**src/rtl/i2cRegPkg.sv**
```systemverilog
package i2cRegPkg;
  localparam int BYTE_W = 8;

  typedef struct packed {
    logic              cmdWr;
    logic              regWr;
    logic              rdDone;
    logic [BYTE_W-1:0] data;
  } busStrobe_t;

  typedef enum logic [2:0] {
    ST_IDLE,
    ST_ADDR,
    ST_ADDR_ACK,
    ST_WRITE,
    ST_WR_ACK,
    ST_READ,
    ST_RD_ACK
  } busState_t;
endpackage

```
**src/rtl/i2cBusCtrl.sv**
```systemverilog
module i2cBusCtrl
  import i2cRegPkg::*;
#(
  parameter int          ADDR_HI_W = 6,
  parameter logic [ADDR_HI_W-1:0] ADDR_HI = 6'b110000,
  parameter int          SYNC_DEPTH = 2
) (
  input  logic              clk,
  input  logic              rstN,
  input  logic              sclIn,
  input  logic              sdaIn,
  input  logic              addrPin,
  input  logic [BYTE_W-1:0] rdData,
  output busStrobe_t        strb,
  output logic              sdaPullLow
);
  localparam int CNT_W = $clog2(BYTE_W + 1);
  localparam logic [CNT_W-1:0] LAST_BIT = CNT_W'(BYTE_W);

  logic [SYNC_DEPTH-1:0] sclSync, sdaSync;
  logic sclS, sdaS, sclD, sdaD;
  logic sclRise, sclFall, startSeen, stopSeen;

  busState_t         state;
  logic [CNT_W-1:0]  bitCnt;
  logic [BYTE_W-1:0] shiftReg;
  logic              firstByte, rwBit, masterAck, sdaPull;

  // line synchronizers; reset to the idle-high bus level
  always_ff @(posedge clk or negedge rstN) begin
    if (!rstN) begin
      sclSync <= '1;
      sdaSync <= '1;
      sclD    <= 1'b1;
      sdaD    <= 1'b1;
    end else begin
      sclSync <= {sclSync[SYNC_DEPTH-2:0], sclIn};
      sdaSync <= {sdaSync[SYNC_DEPTH-2:0], sdaIn};
      sclD    <= sclS;
      sdaD    <= sdaS;
    end
  end

  assign sclS      = sclSync[SYNC_DEPTH-1];
  assign sdaS      = sdaSync[SYNC_DEPTH-1];
  assign sclRise   = sclS & ~sclD;
  assign sclFall   = ~sclS & sclD;
  assign startSeen = sclS & sclD & sdaD & ~sdaS;
  assign stopSeen  = sclS & sclD & ~sdaD & sdaS;

  always_ff @(posedge clk or negedge rstN) begin
    if (!rstN) begin
      state     <= ST_IDLE;
      bitCnt    <= '0;
      shiftReg  <= '0;
      firstByte <= 1'b0;
      rwBit     <= 1'b0;
      masterAck <= 1'b0;
      sdaPull   <= 1'b0;
      strb      <= '0;
    end else begin
      strb <= '0;
      if (startSeen) begin
        state   <= ST_ADDR;
        bitCnt  <= '0;
        sdaPull <= 1'b0;
      end else if (stopSeen) begin
        state   <= ST_IDLE;
        sdaPull <= 1'b0;
      end else begin
        unique case (state)
          ST_ADDR, ST_WRITE: begin
            if (sclRise) begin
              shiftReg <= {shiftReg[BYTE_W-2:0], sdaS};
              bitCnt   <= bitCnt + 1'b1;
            end else if (sclFall && bitCnt == LAST_BIT) begin
              if (state == ST_ADDR) begin
                if (shiftReg[BYTE_W-1:1] == {ADDR_HI, addrPin}) begin
                  rwBit   <= shiftReg[0];
                  sdaPull <= 1'b1;
                  state   <= ST_ADDR_ACK;
                end else begin
                  state <= ST_IDLE;
                end
              end else begin
                strb.data <= shiftReg;
                if (firstByte) strb.cmdWr <= 1'b1;
                else           strb.regWr <= 1'b1;
                firstByte <= 1'b0;
                sdaPull   <= 1'b1;
                state     <= ST_WR_ACK;
              end
            end
          end
          ST_ADDR_ACK: begin
            if (sclFall) begin
              bitCnt <= '0;
              if (rwBit) begin
                state    <= ST_READ;
                shiftReg <= rdData;
                sdaPull  <= ~rdData[BYTE_W-1];
              end else begin
                state     <= ST_WRITE;
                firstByte <= 1'b1;
                sdaPull   <= 1'b0;
              end
            end
          end
          ST_WR_ACK: begin
            if (sclFall) begin
              sdaPull <= 1'b0;
              bitCnt  <= '0;
              state   <= ST_WRITE;
            end
          end
          ST_READ: begin
            if (sclRise) begin
              bitCnt <= bitCnt + 1'b1;
            end else if (sclFall) begin
              if (bitCnt == LAST_BIT) begin
                sdaPull     <= 1'b0;
                strb.rdDone <= 1'b1;
                state       <= ST_RD_ACK;
              end else begin
                shiftReg <= {shiftReg[BYTE_W-2:0], 1'b0};
                sdaPull  <= ~shiftReg[BYTE_W-2];
              end
            end
          end
          ST_RD_ACK: begin
            if (sclRise) begin
              masterAck <= ~sdaS;
            end else if (sclFall) begin
              if (masterAck) begin
                state    <= ST_READ;
                bitCnt   <= '0;
                shiftReg <= rdData;
                sdaPull  <= ~rdData[BYTE_W-1];
              end else begin
                state   <= ST_IDLE;
                sdaPull <= 1'b0;
              end
            end
          end
          default: ;
        endcase
      end
    end
  end

  assign sdaPullLow = sdaPull;
endmodule

```
**src/rtl/i2cRegFile.sv**
```systemverilog
module i2cRegFile
  import i2cRegPkg::*;
#(
  parameter int NUM_PINS = 2,
  parameter int NUM_REGS = 6,
  parameter int PTR_W    = 3,
  parameter int AI_BIT   = 4
) (
  input  logic                                 clk,
  input  logic                                 rstN,
  input  busStrobe_t                           strb,
  input  logic [NUM_PINS-1:0]                  pinsIn,
  output logic [BYTE_W-1:0]                    rdData,
  output logic [NUM_REGS-1:1][BYTE_W-1:0]      regsOut,
  output logic [PTR_W-1:0]                     ptrCur,
  output logic                                 aiCur
);
  localparam logic [PTR_W-1:0] LAST_REG = PTR_W'(NUM_REGS - 1);

  logic [NUM_PINS-1:0] pinMeta, pinSync;
  logic [PTR_W-1:0]    ptr;
  logic                ai;
  logic [BYTE_W-1:0]   regQ [1:NUM_REGS-1];

  always_ff @(posedge clk or negedge rstN) begin
    if (!rstN) begin
      pinMeta <= '0;
      pinSync <= '0;
    end else begin
      pinMeta <= pinsIn;
      pinSync <= pinMeta;
    end
  end

  // pointer and auto-advance flag
  always_ff @(posedge clk or negedge rstN) begin
    if (!rstN) begin
      ptr <= '0;
      ai  <= 1'b0;
    end else if (strb.cmdWr) begin
      ptr <= strb.data[PTR_W-1:0];
      ai  <= strb.data[AI_BIT];
    end else if ((strb.regWr || strb.rdDone) && ai) begin
      ptr <= (ptr >= LAST_REG) ? '0 : ptr + 1'b1;
    end
  end

  for (genvar g = 1; g < NUM_REGS; g++) begin : g_reg
    always_ff @(posedge clk or negedge rstN) begin
      if (!rstN)                                   regQ[g] <= '0;
      else if (strb.regWr && ptr == PTR_W'(g))     regQ[g] <= strb.data;
    end
    assign regsOut[g] = regQ[g];
  end

  always_comb begin
    rdData = '0;
    if (ptr == '0) rdData = {{(BYTE_W-NUM_PINS){1'b0}}, pinSync};
    for (int k = 1; k < NUM_REGS; k++) begin
      if (ptr == PTR_W'(k)) rdData = regQ[k];
    end
  end

  assign ptrCur = ptr;
  assign aiCur  = ai;
endmodule

```
**src/rtl/i2cRegBank.sv**
```systemverilog
module i2cRegBank
  import i2cRegPkg::*;
#(
  parameter logic [5:0] ADDR_HI  = 6'b110000,
  parameter int         NUM_PINS = 2
) (
  input  logic                clk,
  input  logic                rstN,
  input  logic                addrPin,
  input  logic                sclIn,
  input  logic                sdaIn,
  output logic                sdaPullLow,
  input  logic [NUM_PINS-1:0] pinsIn,
  output logic [BYTE_W-1:0]   prescale0,
  output logic [BYTE_W-1:0]   duty0,
  output logic [BYTE_W-1:0]   prescale1,
  output logic [BYTE_W-1:0]   duty1,
  output logic [BYTE_W-1:0]   ledSelect
);
  localparam int NUM_REGS = 6;
  localparam int PTR_W    = 3;

  busStrobe_t                         strb;
  logic [BYTE_W-1:0]                  rdData;
  logic [NUM_REGS-1:1][BYTE_W-1:0]    regsOut;
  logic [PTR_W-1:0]                   ptrCur;
  logic                               aiCur;

  i2cBusCtrl #(.ADDR_HI_W(6), .ADDR_HI(ADDR_HI), .SYNC_DEPTH(2)) i_ctrl (
    .clk(clk), .rstN(rstN), .sclIn(sclIn), .sdaIn(sdaIn), .addrPin(addrPin),
    .rdData(rdData), .strb(strb), .sdaPullLow(sdaPullLow)
  );

  i2cRegFile #(.NUM_PINS(NUM_PINS), .NUM_REGS(NUM_REGS), .PTR_W(PTR_W), .AI_BIT(4)) i_regs (
    .clk(clk), .rstN(rstN), .strb(strb), .pinsIn(pinsIn), .rdData(rdData),
    .regsOut(regsOut), .ptrCur(ptrCur), .aiCur(aiCur)
  );

  assign prescale0 = regsOut[1];
  assign duty0     = regsOut[2];
  assign prescale1 = regsOut[3];
  assign duty1     = regsOut[4];
  assign ledSelect = regsOut[5];
endmodule

```
**config.mk**
```make
export PLATFORM = sky130hd
export DESIGN_NAME = i2cRegBank
export DESIGN_NICKNAME = d
export VERILOG_FILES = /design/src/rtl/i2cRegPkg.sv /design/src/rtl/i2cBusCtrl.sv /design/src/rtl/i2cRegFile.sv /design/src/rtl/i2cRegBank.sv
export SDC_FILE = /design/constraint.sdc
export NUM_CORES = 1
export LEC_CHECK = 0
export CAP_MARGIN = 20
export CORE_MARGIN = 1
export CORE_UTILIZATION = 60
export CTS_BUF_LIST = sky130_fd_sc_hd__clkbuf_16
export CTS_CLUSTER_SIZE = 20
export DETAILED_ROUTE_END_ITERATION = 8
export PLACE_DENSITY_LB_ADDON = 0.2
export SLEW_MARGIN = 20
export SYNTH_ARGS = -nofsm -noshare
export SYNTH_HDL_FRONTEND = slang
export SYNTH_SLANG_ARGS = --single-unit
```
**constraint.sdc**
```tcl
create_clock -name clk -period 4.85 [get_ports clk]
set_clock_uncertainty 0.15 [all_clocks]
set_input_delay 0.97 -clock clk [delete_from_list [all_inputs] [get_ports clk]]
set_output_delay 0.97 -clock clk [all_outputs]
set_load 0.005 [all_outputs]
```
# --- Word-level counts from Yosys, hierarchy flattened ---
# Cells that the tools add are included.
word_totals:
  register_bits: 84
  in_bits: 7
  output_inout_bits: 41
  wordCells: 190
op_classes:
  addsub: 2
  magnitude_cmp: 1
  n_eq_ne: 42
  muxes: 81
  bitwise: 16
  reduce_logical: 24
op_table:
  columns: ["op", "count"]
  rows:
  - ["2-to-1 mux 8 bit", 18]
  - ["2-to-1 mux 3 bit", 17]
  - ["case mux 8 bit (4 select lines)", 1]
  - ["2-to-1 mux 4 bit", 7]
  - ["2-to-1 mux 1 bit", 26]
  - ["!= test 4 x 1 -> 1 bit (second input constant)", 6]
  - ["2-to-1 mux 11 bit", 2]
  - ["AND reduction 10 bit", 2]
  - ["!= test 2 x 1 -> 1 bit (second input constant)", 8]
  - ["== test 3 bit (second input constant)", 5]
  - ["case mux 3 bit (5 select lines)", 1]
  - ["AND reduction 7 bit", 2]
  - ["== test 3 x 2 -> 1 bit (second input constant)", 4]
  - ["2-to-1 mux 2 bit", 6]
  - ["!= test 2 bit (second input constant)", 6]
  - ["!= test 3 x 1 -> 1 bit (second input constant)", 4]
  - ["!= test 4 bit (second input constant)", 3]
  - ["case mux 4 bit (3 select lines)", 1]
  - ["AND reduction 12 bit", 1]
  - ["inverter 1 bit", 9]
  - ["AND reduction 8 bit", 1]
  - ["nonzero test 4 bit", 2]
  - ["AND 1 bit", 7]
  - ["== test 7 bit", 1]
  - ["other kinds (17)", 26]

# --- Logic depth before layout (Yosys ltp) ---
# Gate-level depths: netlist of run 1.
depth:
  word_depth: 14
  depth_mapped: 9
  mapped_depth_nobuf: 7

# --- Cells and area by module ---
# Synthesis of run 1 repeated with hierarchy kept, for this count alone.
unflattened:
  cells_unflattened: 353
  hier_area_um2: 4086.4
modules_own_cells:
  columns: ["mod", "n_inst", "cells_each", "area_per_inst_um2", "seq_area_each_um2"]
  rows:
  - ["i2cRegFile", 1, 169, 2203.4, 1201.2]
  - ["i2cBusCtrl", 1, 184, 1883.1, 908.4]

# --- Worst setup path after synthesis of run 1 ---
# OpenSTA, ideal clock, no wires.
synth_path:
  path_type: "input-to-reg"
  start: "input port addrPin"
  end: "register i_ctrl.sdaPull, in the netlist i_ctrl.sdaPullLow"
  setup_time_ps: 79
  t_arrival_ps: 1915
  t_required_ps: 4621
  path_slack_ps: 2705
  path_stages: 5
  n_path_buf: 0
  cell_sequence: "xnor2_1 nand4b_1 a2111oi_0 o31a_1 a2bb2oi_1"
synth_between:
  elab_chain_len: 3
synth_rtl:
  columns: ["element", "line", "text"]
  rows:
  - ["from (decl)", "i2cRegBank.sv:9", "input logic addrPin,"]
  - ["== test 7 bit", "i2cBusCtrl.sv:78", "if (shiftReg[BYTE_W-1:1] == {ADDR_HI, addrPin}) begin"]
  - ["!= test 5 x 3 -> 1 bit (no source line)", null, null]
  - ["AND reduction 10 bit (no source line)", null, null]
  - ["to (signal assigned)", "i2cBusCtrl.sv:101", "sdaPull <= ~rdData[BYTE_W-1];"]
  - ["to (signal assigned)", "i2cBusCtrl.sv:126", "sdaPull <= ~shiftReg[BYTE_W-2];"]
  - ["to (signal assigned)", "i2cBusCtrl.sv:138", "sdaPull <= ~rdData[BYTE_W-1];"]
  - ["to (decl)", "i2cBusCtrl.sv:27", "logic firstByte, rwBit, masterAck, sdaPull;"]
# Every way passes these cells.
# A chain may end at the register's enable or synchronous reset.

# --- Worst setup path in the final report of run 1 ---
layout_path:
  start: "register i_regs.ptr[0], in the netlist i_regs.ptrCur[0]"
  end: "register i_ctrl.shiftReg[6]"
layout_between:
  elab_chain_len: 10
  elab_cells_between_ends: 16
  classes_between: "eq/ne (5); mux (11)"
layout_rtl:
  columns: ["element", "line", "text"]
  rows:
  - ["from (decl)", "i2cRegFile.sv:21", "logic [PTR_W-1:0] ptr;"]
  - ["from (signal assigned)", "i2cRegFile.sv:41", "ptr <= strb.data[PTR_W-1:0];"]
  - ["from (signal assigned)", "i2cRegFile.sv:44", "ptr <= (ptr >= LAST_REG) ? '0 : ptr + 1'b1;"]
  - ["== test 3 x 1 -> 1 bit", "i2cRegFile.sv:60", "if (ptr == PTR_W'(k)) rdData = regQ[k];"]
  - ["2-to-1 mux 8 bit (4 in a row)", "i2cRegFile.sv:60", null]
  - ["2-to-1 mux 8 bit (*)", "i2cRegFile.sv:60", null]
  - ["2-to-1 mux 8 bit", "i2cBusCtrl.sv:134", "if (masterAck) begin"]
  - ["2-to-1 mux 8 bit", "i2cBusCtrl.sv:133", "end else if (sclFall) begin"]
  - ["2-to-1 mux 8 bit", "i2cBusCtrl.sv:131", "if (sclRise) begin"]
  - ["case mux 8 bit (4 select lines) (*)", "i2cBusCtrl.sv:71", "unique case (state)"]
  - ["to (signal assigned)", "i2cBusCtrl.sv:74", "shiftReg <= {shiftReg[BYTE_W-2:0], sdaS};"]
  - ["to (signal assigned)", "i2cBusCtrl.sv:125", "shiftReg <= {shiftReg[BYTE_W-2:0], 1'b0};"]
  - ["to (signal assigned)", "i2cBusCtrl.sv:137", "shiftReg <= rdData;"]
  - ["to (decl)", "i2cBusCtrl.sv:26", "logic [BYTE_W-1:0] shiftReg;"]
# Mark *: on every way between the ends. The rest lies on a longest branch, timed or not. The select of a mux whose other input is x is not followed.

==> metrics.txt, run 1 <==
outcome=finished clean; maxcap violations=0; global-route congestion overflow total=0; CP Max Fanout=12; PortBufs=47; Layout area overhead=20.1%; worst min path class=reg -> reg; WP data arrival=roughly 2.7 ns; Core Rows=29; Worst R2R Setup Slack=2.23 ns; asr flop ratio synth=1.00; number of CTS-inserted buffers=9; first-pass GRT wire length=~15000 um; Clock H-tree levels=3; core area=around 0.0063 mm^2; count of nets after finishing=between 400 and 500; DIE WIDTH=~83 um; die area=~0.0069 mm^2; Fin. Hold Viols=0; number of synthesized flops with an enable pin=0; via count=a little over 3000; most frequent cell after synthesis=dfrtp_1; Hold Buf Count CTS=0; Setup-failing EPs final=0; cell count of the worst reg-to-reg path=7; Syn Std Cell Area=around 0.004 mm^2; RD Place Congestion=0.881; Tot GR Track Use=0.279; Seq cells post-synth=84; RR Startpoint=i_regs.ptrCur[0]; final core utilization=0.748; Initial Util=0.623; Synth Net Count=approximately 360; Hold Path Stages=0; final WL=9190 um; post-CTS sizing=0; worst min-delay path startpoint=i_regs.pinMeta[1]; worst r2r dst=i_ctrl.shiftReg[6]; leak pwr=2.12 nW; RSZ-0062 raised after global routing=false; Setup Fix Bufs, Post-CTS=0; critical path class=reg -> reg; Synth Flop Type=dfrtp_1; cell accounting for the most synthesized area=dfrtp_1; number of global-route vias before repair=roughly 3000; clk buf depth=2; largest net degree at the start of global routing=85; DP HPWL=a little over 6000 um; insertion delay to the later sink of the worst-skew pair=approximately 0.33 ns; top post-synthesis cells by area=dfrtp_1, mux2_2, dfstp_2, o21ai_0, a21oi_1; Netlist cell types=48; DR WL/cell=approximately 19 um; initial antenna violation count=0; CP required=about 4.9 ns; DRT Pass-1 Iters=5; Fin Setup TNS=0 ns; Worst Hold Endpoint=i_regs.pinSync[1]; relative max-transition margin=0.457; Max IR drop VDD=approximately 0.00027 V; Antenna Nets Post-Route=0; Worst-Margin Slew=around 0.81 ns; Slowest Stage Delay on Critical Path=around 0.48 ns; Worst path slowest cell=ha_1; Critical Path End Type=flop; Final period util=0.540; pwr/cell area=roughly 380 mW/mm^2; die height=roughly 83 um; sequential-to-total area share from yosys stat=0.533; layout cell share with drive strength beyond 1=0.191; synthesized area per cell=approximately 11 um^2; clk sinks=84; Startpoint Class=flop; Fmax=about 0.38 GHz; synth warn=0; Antenna diodes=0; final-report max-slew violation count=0; Critical Path, Cell by Cell=inv_1 -> ha_1 -> nor2b_1 -> a22o_1 -> a221oi_1 -> o21ai_0 -> mux2_1; Avg Vias per Cell=6.49; Yosys top cell area share=0.493; Post-Synthesis Cells=roughly 350; clk slew on worst S/H paths=~0.060 ns; Tmin final=about 2.6 ns; DR iter-0 viols=roughly 350; top cells by count, synth=dfrtp_1, mux2_2, nand2_1, o21ai_0, a21oi_1; crit path launch=i_regs.ptrCur[0]; Ports=48; DRC=0; CTS tree=built; clk root buf=clkbuf_16
cell families (layout without fill, tap and decap cells):
| kind of cell | after synthesis | after routing | synth area share |
|---|---|---|---|
| buffers and inverters | 28 | 79 | 0.0285 |
| XOR/XNOR | 2 | 2 | 0.00443 |
| adder cells (fa/ha/maj) | 7 | 7 | 0.0221 |
| flip-flops | 84 | 84 | 0.533 |
| multiplexers | 53 | 53 | 0.151 |
| AO/OA/AOI/OAI | 96 | 96 | 0.159 |
| AND/OR/NAND/NOR | 77 | 77 | 0.102 |
power by group:
| group | switching [mW] | internal, mW | leakage [nW] |
|---|---|---|---|
| Combinational | 0.170 | 0.149 | 0.865 |
| Clock | 0.283 | 0.349 | 0.128 |
| Sequential | 0.0883 | 0.762 | 1.13 |
| Total | 0.541 | 1.26 | 2.12 |
per-layer routing:
metal,GRT usage,vias to the layer above,share of wire,routed length (um)
li1,-,1366,-,-
met1,0.406,1563,0.46,4190
met2,0.414,131,0.47,4290
met3,0.0477,22,0.058,530
met4,0.121,0,0.019,176
met5,0,-,0,0
critical path: cells and delay by family, from the launching register on:
kind	cells	cell delay, ns
muxes	1	0.30
buffers and inverters	1	0.14
and+or+nand+nor	1	0.22
AOI/OAI and AO/OA	3	0.80
adders and majority gates	1	0.48
DFF	1	0.41
state kept, by name, summed over array words and instances (netlist names):
register / flops
i_ctrl.rwBit: 1
i_regs.regsOut: 40
i_ctrl.firstByte: 1
i_regs.aiCur: 1
i_ctrl.masterAck: 1
i_ctrl.sclD: 1
i_ctrl.state: 3
i_ctrl.bitCnt: 4
i_ctrl.strb: 11
i_ctrl.shiftReg: 8
i_ctrl.sdaPullLow: 1
i_regs.ptrCur: 3
i_regs.pinSync: 2
i_ctrl.sclSync: 2
i_regs.pinMeta: 2
i_ctrl.sdaD: 1
i_ctrl.sdaSync: 2
stage by stage:
| stage | total power [mW] | setup slack, ns | cell area [um^2] | instances | hold slack (ns) |
|---|---|---|---|---|---|
| after CTS | 1.80 | 2.30 | 4750 | 475 | 0.200 |
| final | 1.80 | 2.23 | 4750 | 475 | 0.198 |
| after global routing | 1.88 | 2.14 | 4750 | 475 | 0.211 |
| after detailed placement | 1.17 | 2.09 | 4470 | 459 | 0.186 |
| after floorplan | 1.07 | 2.71 | 3960 | 347 | 0.181 |
| after global placement | 1.16 | 2.15 | 4470 | 459 | 0.184 |
worst max-delay path by stage:
stage                         end  cells past startpoint
2_1_floorplan   i_ctrl.sdaPullLow                      5
3_3_place_gp    i_ctrl.sdaPullLow                      6
3_5_place_dp    i_ctrl.sdaPullLow                      6
4_1_cts        i_ctrl.shiftReg[6]                      7
5_1_grt        i_ctrl.shiftReg[6]                      7
6_report       i_ctrl.shiftReg[6]                      7
layout make-up:
class,count,area [um^2]
fillers,447,1600
well taps,77,96.3
inverters,15,56.3
clock buffers,9,225
repair buffers,48,479
multi-input cells,235,1730
clock inverters,7,48.8
flip-flops and latches,84,2110
layout by cell type (no fill, tap or decap), types with 7 or more instances in the layout:
master / n
a21oi_1: 21
a221oi_1: 9
a31oi_1: 8
and2_1: 10
clkbuf_16: 9
clkdlybuf4s50_1: 46
dfrtp_1: 78
ha_1: 7
inv_1: 15
mux2_2: 50
nand2_1: 22
nor2_1: 16
o21ai_0: 22
No activity file was read; power rests on OpenSTA's default activity.
==> run 2: changes to the inputs <==
Settings changed: CORE_UTILIZATION 60 to 50.
Clock period 4.85 ns to 2.38 ns, I/O delays scaled along.
==> run 2 against run 1 <==
Compared with the run above: sequential share of layout area shrank 1.7 points; combinational power grew 110%; hold slack gained 0.0017 ns; first-iteration DRC count shrank 34%; register-to-register slack lost 2.1 ns; cell count grew 8.0%; wire length grew 1.4%; largest cell class unchanged.
==> metrics.txt, run 2 (synthesis gave the netlist of run 1 again) <==
fin cells=513 (+8.0%); critical path class=reg -> reg; clk slew on worst S/H paths=0.06 ns (about the same); Worst-Margin Slew=0.689 ns (-0.118 ns); outcome=finished clean; Max IR drop VDD=0.000433 V (+63%); Critical Path End Type=flop; DR iter-0 viols=231 (-34%); RR Startpoint=i_regs.ptrCur[0]; largest net degree at the start of global routing=61 (-28%); Core Rows=32 (+10%); commonest cells after routing, fill and taps aside=dfrtp_1, mux2_2, clkdlybuf4s50_1; worst min-delay path startpoint=i_regs.pinMeta[1]; insertion delay to the later sink of the worst-skew pair=0.33 ns (about the same); max FFs per register=40 (unchanged); final WL=9320 um (+1.4%); clk root buf=clkbuf_16; CP required=2.44 ns (-2.48 ns); clk buf depth=2 (unchanged); number of CTS-inserted buffers=9 (unchanged); DR WL/cell=18.2 um (-6.1%); number of global-route vias before repair=2947 (-1.7%); pwr/cell area=790 mW/mm^2 (+110%); Initial Util=0.515 (-0.108); Ports=48 (unchanged); final-report max-slew violation count=0 (unchanged); clk sinks=84 (unchanged); Antenna Nets Post-Route=0 (unchanged); crit path launch=i_regs.ptrCur[0]; RD Place Congestion=0.922 (+4.7%); Antenna diodes=0 (unchanged); worst min path class=reg -> reg; count of nets after finishing=420 (+3.2%); die area=0.00827 mm^2 (+19%); Startpoint Class=flop; Avg Vias per Cell=5.84 (-10%); layout cell share with drive strength beyond 1=0.219 (+0.0280); Fin Setup TNS=0 ns (unchanged); PortBufs=47 (unchanged); Fin. Hold Viols=0 (unchanged); die height=91.0 um (+9.3%); maxcap violations=0 (unchanged); Tot GR Track Use=0.243 (-0.0360); global-route congestion overflow total=0 (unchanged); Layout area overhead=24.9%; Final period util=0.946 (+0.406); commonest non-fill, non-tap cell in the layout=dfrtp_1; Setup-failing EPs final=0 (unchanged); initial antenna violation count=0 (unchanged); first-pass GRT wire length=15500 um (+2.6%); CP Max Fanout=8 (-4); leak pwr=2.21 nW (+4.3%); CTS tree=built; Tmin final=2.25 ns (-0.369 ns); DRT Pass-1 Iters=4 (-1); via count=2997 (-2.8%); placed cells=496 (+8.1%); Fmax=0.444 GHz (+16%); Clock H-tree levels=3 (unchanged); WP data arrival=2.32 ns (-0.37 ns); DIE WIDTH=91.0 um (+9.3%); core area=0.00769 mm^2 (+21%); RSZ-0062 raised after global routing=false; DRC=0 (unchanged); DP HPWL=6550 um (+6.6%); relative max-transition margin=0.539 (+0.0817)
==> run 2: cell types whose count changed in the layout (fill, tap and decap cells not counted), moves of 2 or more <==
| cell | delta |
|---|---|
| clkinv_1 | -2 |
| inv_6 | -3 |
| buf_4 | +12 |
| bufinv_16 | +2 |
==> run 2: layout make-up <==
cell class	instances	area, um^2
multi-input combinational	235	1730
clock buffer	9	225
fill	612	2750
sequential	84	2110
timing repair buffer	61	588
inverter	15	56.3
clock inverter	7	100
tap	102	128
==> run 2: worst max-delay path: stages, from the launching register on <==
cell and delay, ns:
dfrtp_1 0.42, ha_1 0.22, ha_1 0.28, nor2_1 0.41, and3_1 0.24, o22ai_1 0.11, a31oi_1 0.21, a2bb2oi_1 0.09
==> run 2: layer usage <==
metal / part of all wire / wire, um / GRT usage
met5: 0 / 0 / 0
met4: 0.014 / 128 / 0.0847
met3: 0.042 / 392 / 0.0452
met2: 0.49 / 4530 / 0.378
met1: 0.46 / 4270 / 0.342
==> run 2: report_power, final <==
part           switching, mW  total, mW  internal (mW)
sequential             0.170       1.72           1.55
combinational          0.351      0.674          0.323
clock                  0.581       1.51          0.926
==> run 2: worst paths after layout <==
check	to	slack [ns]	cells past startpoint
worst max register to register	i_ctrl.sdaPullLow	0.13	7
worst min register to register	i_regs.pinSync[1]	0.20	0
worst min-delay path	i_regs.pinSync[1]	0.20	0
worst max-delay path	i_ctrl.sdaPullLow	0.13	7
max in group asynchronous	i_ctrl.sclSync[0]	0.98	3
min in group asynchronous	i_regs.pinMeta[0]	0.44	2
==> run 2: stage by stage <==
step	total power, mW	area, um^2	setup slack [ns]	utilization	hold slack [ns]
floorplan	2.18	3960	0.262	-	0.0304
detailed placement	2.41	4610	0.121	0.599	0.193
finish	3.90	4940	0.128	0.643	0.200
global placement	2.39	4610	0.184	0.599	0.189
CTS	3.91	4940	0.142	0.643	0.202
global route	4.09	4940	0.00149	0.643	0.213
==> run 2: repair_timing <==
item / in CTS / in global routing
setup buffers: 0 / 0
gates resized for setup: 0 / 0
hold buffers: 1 / 0
endpoints found under the hold margin: 21 / 0
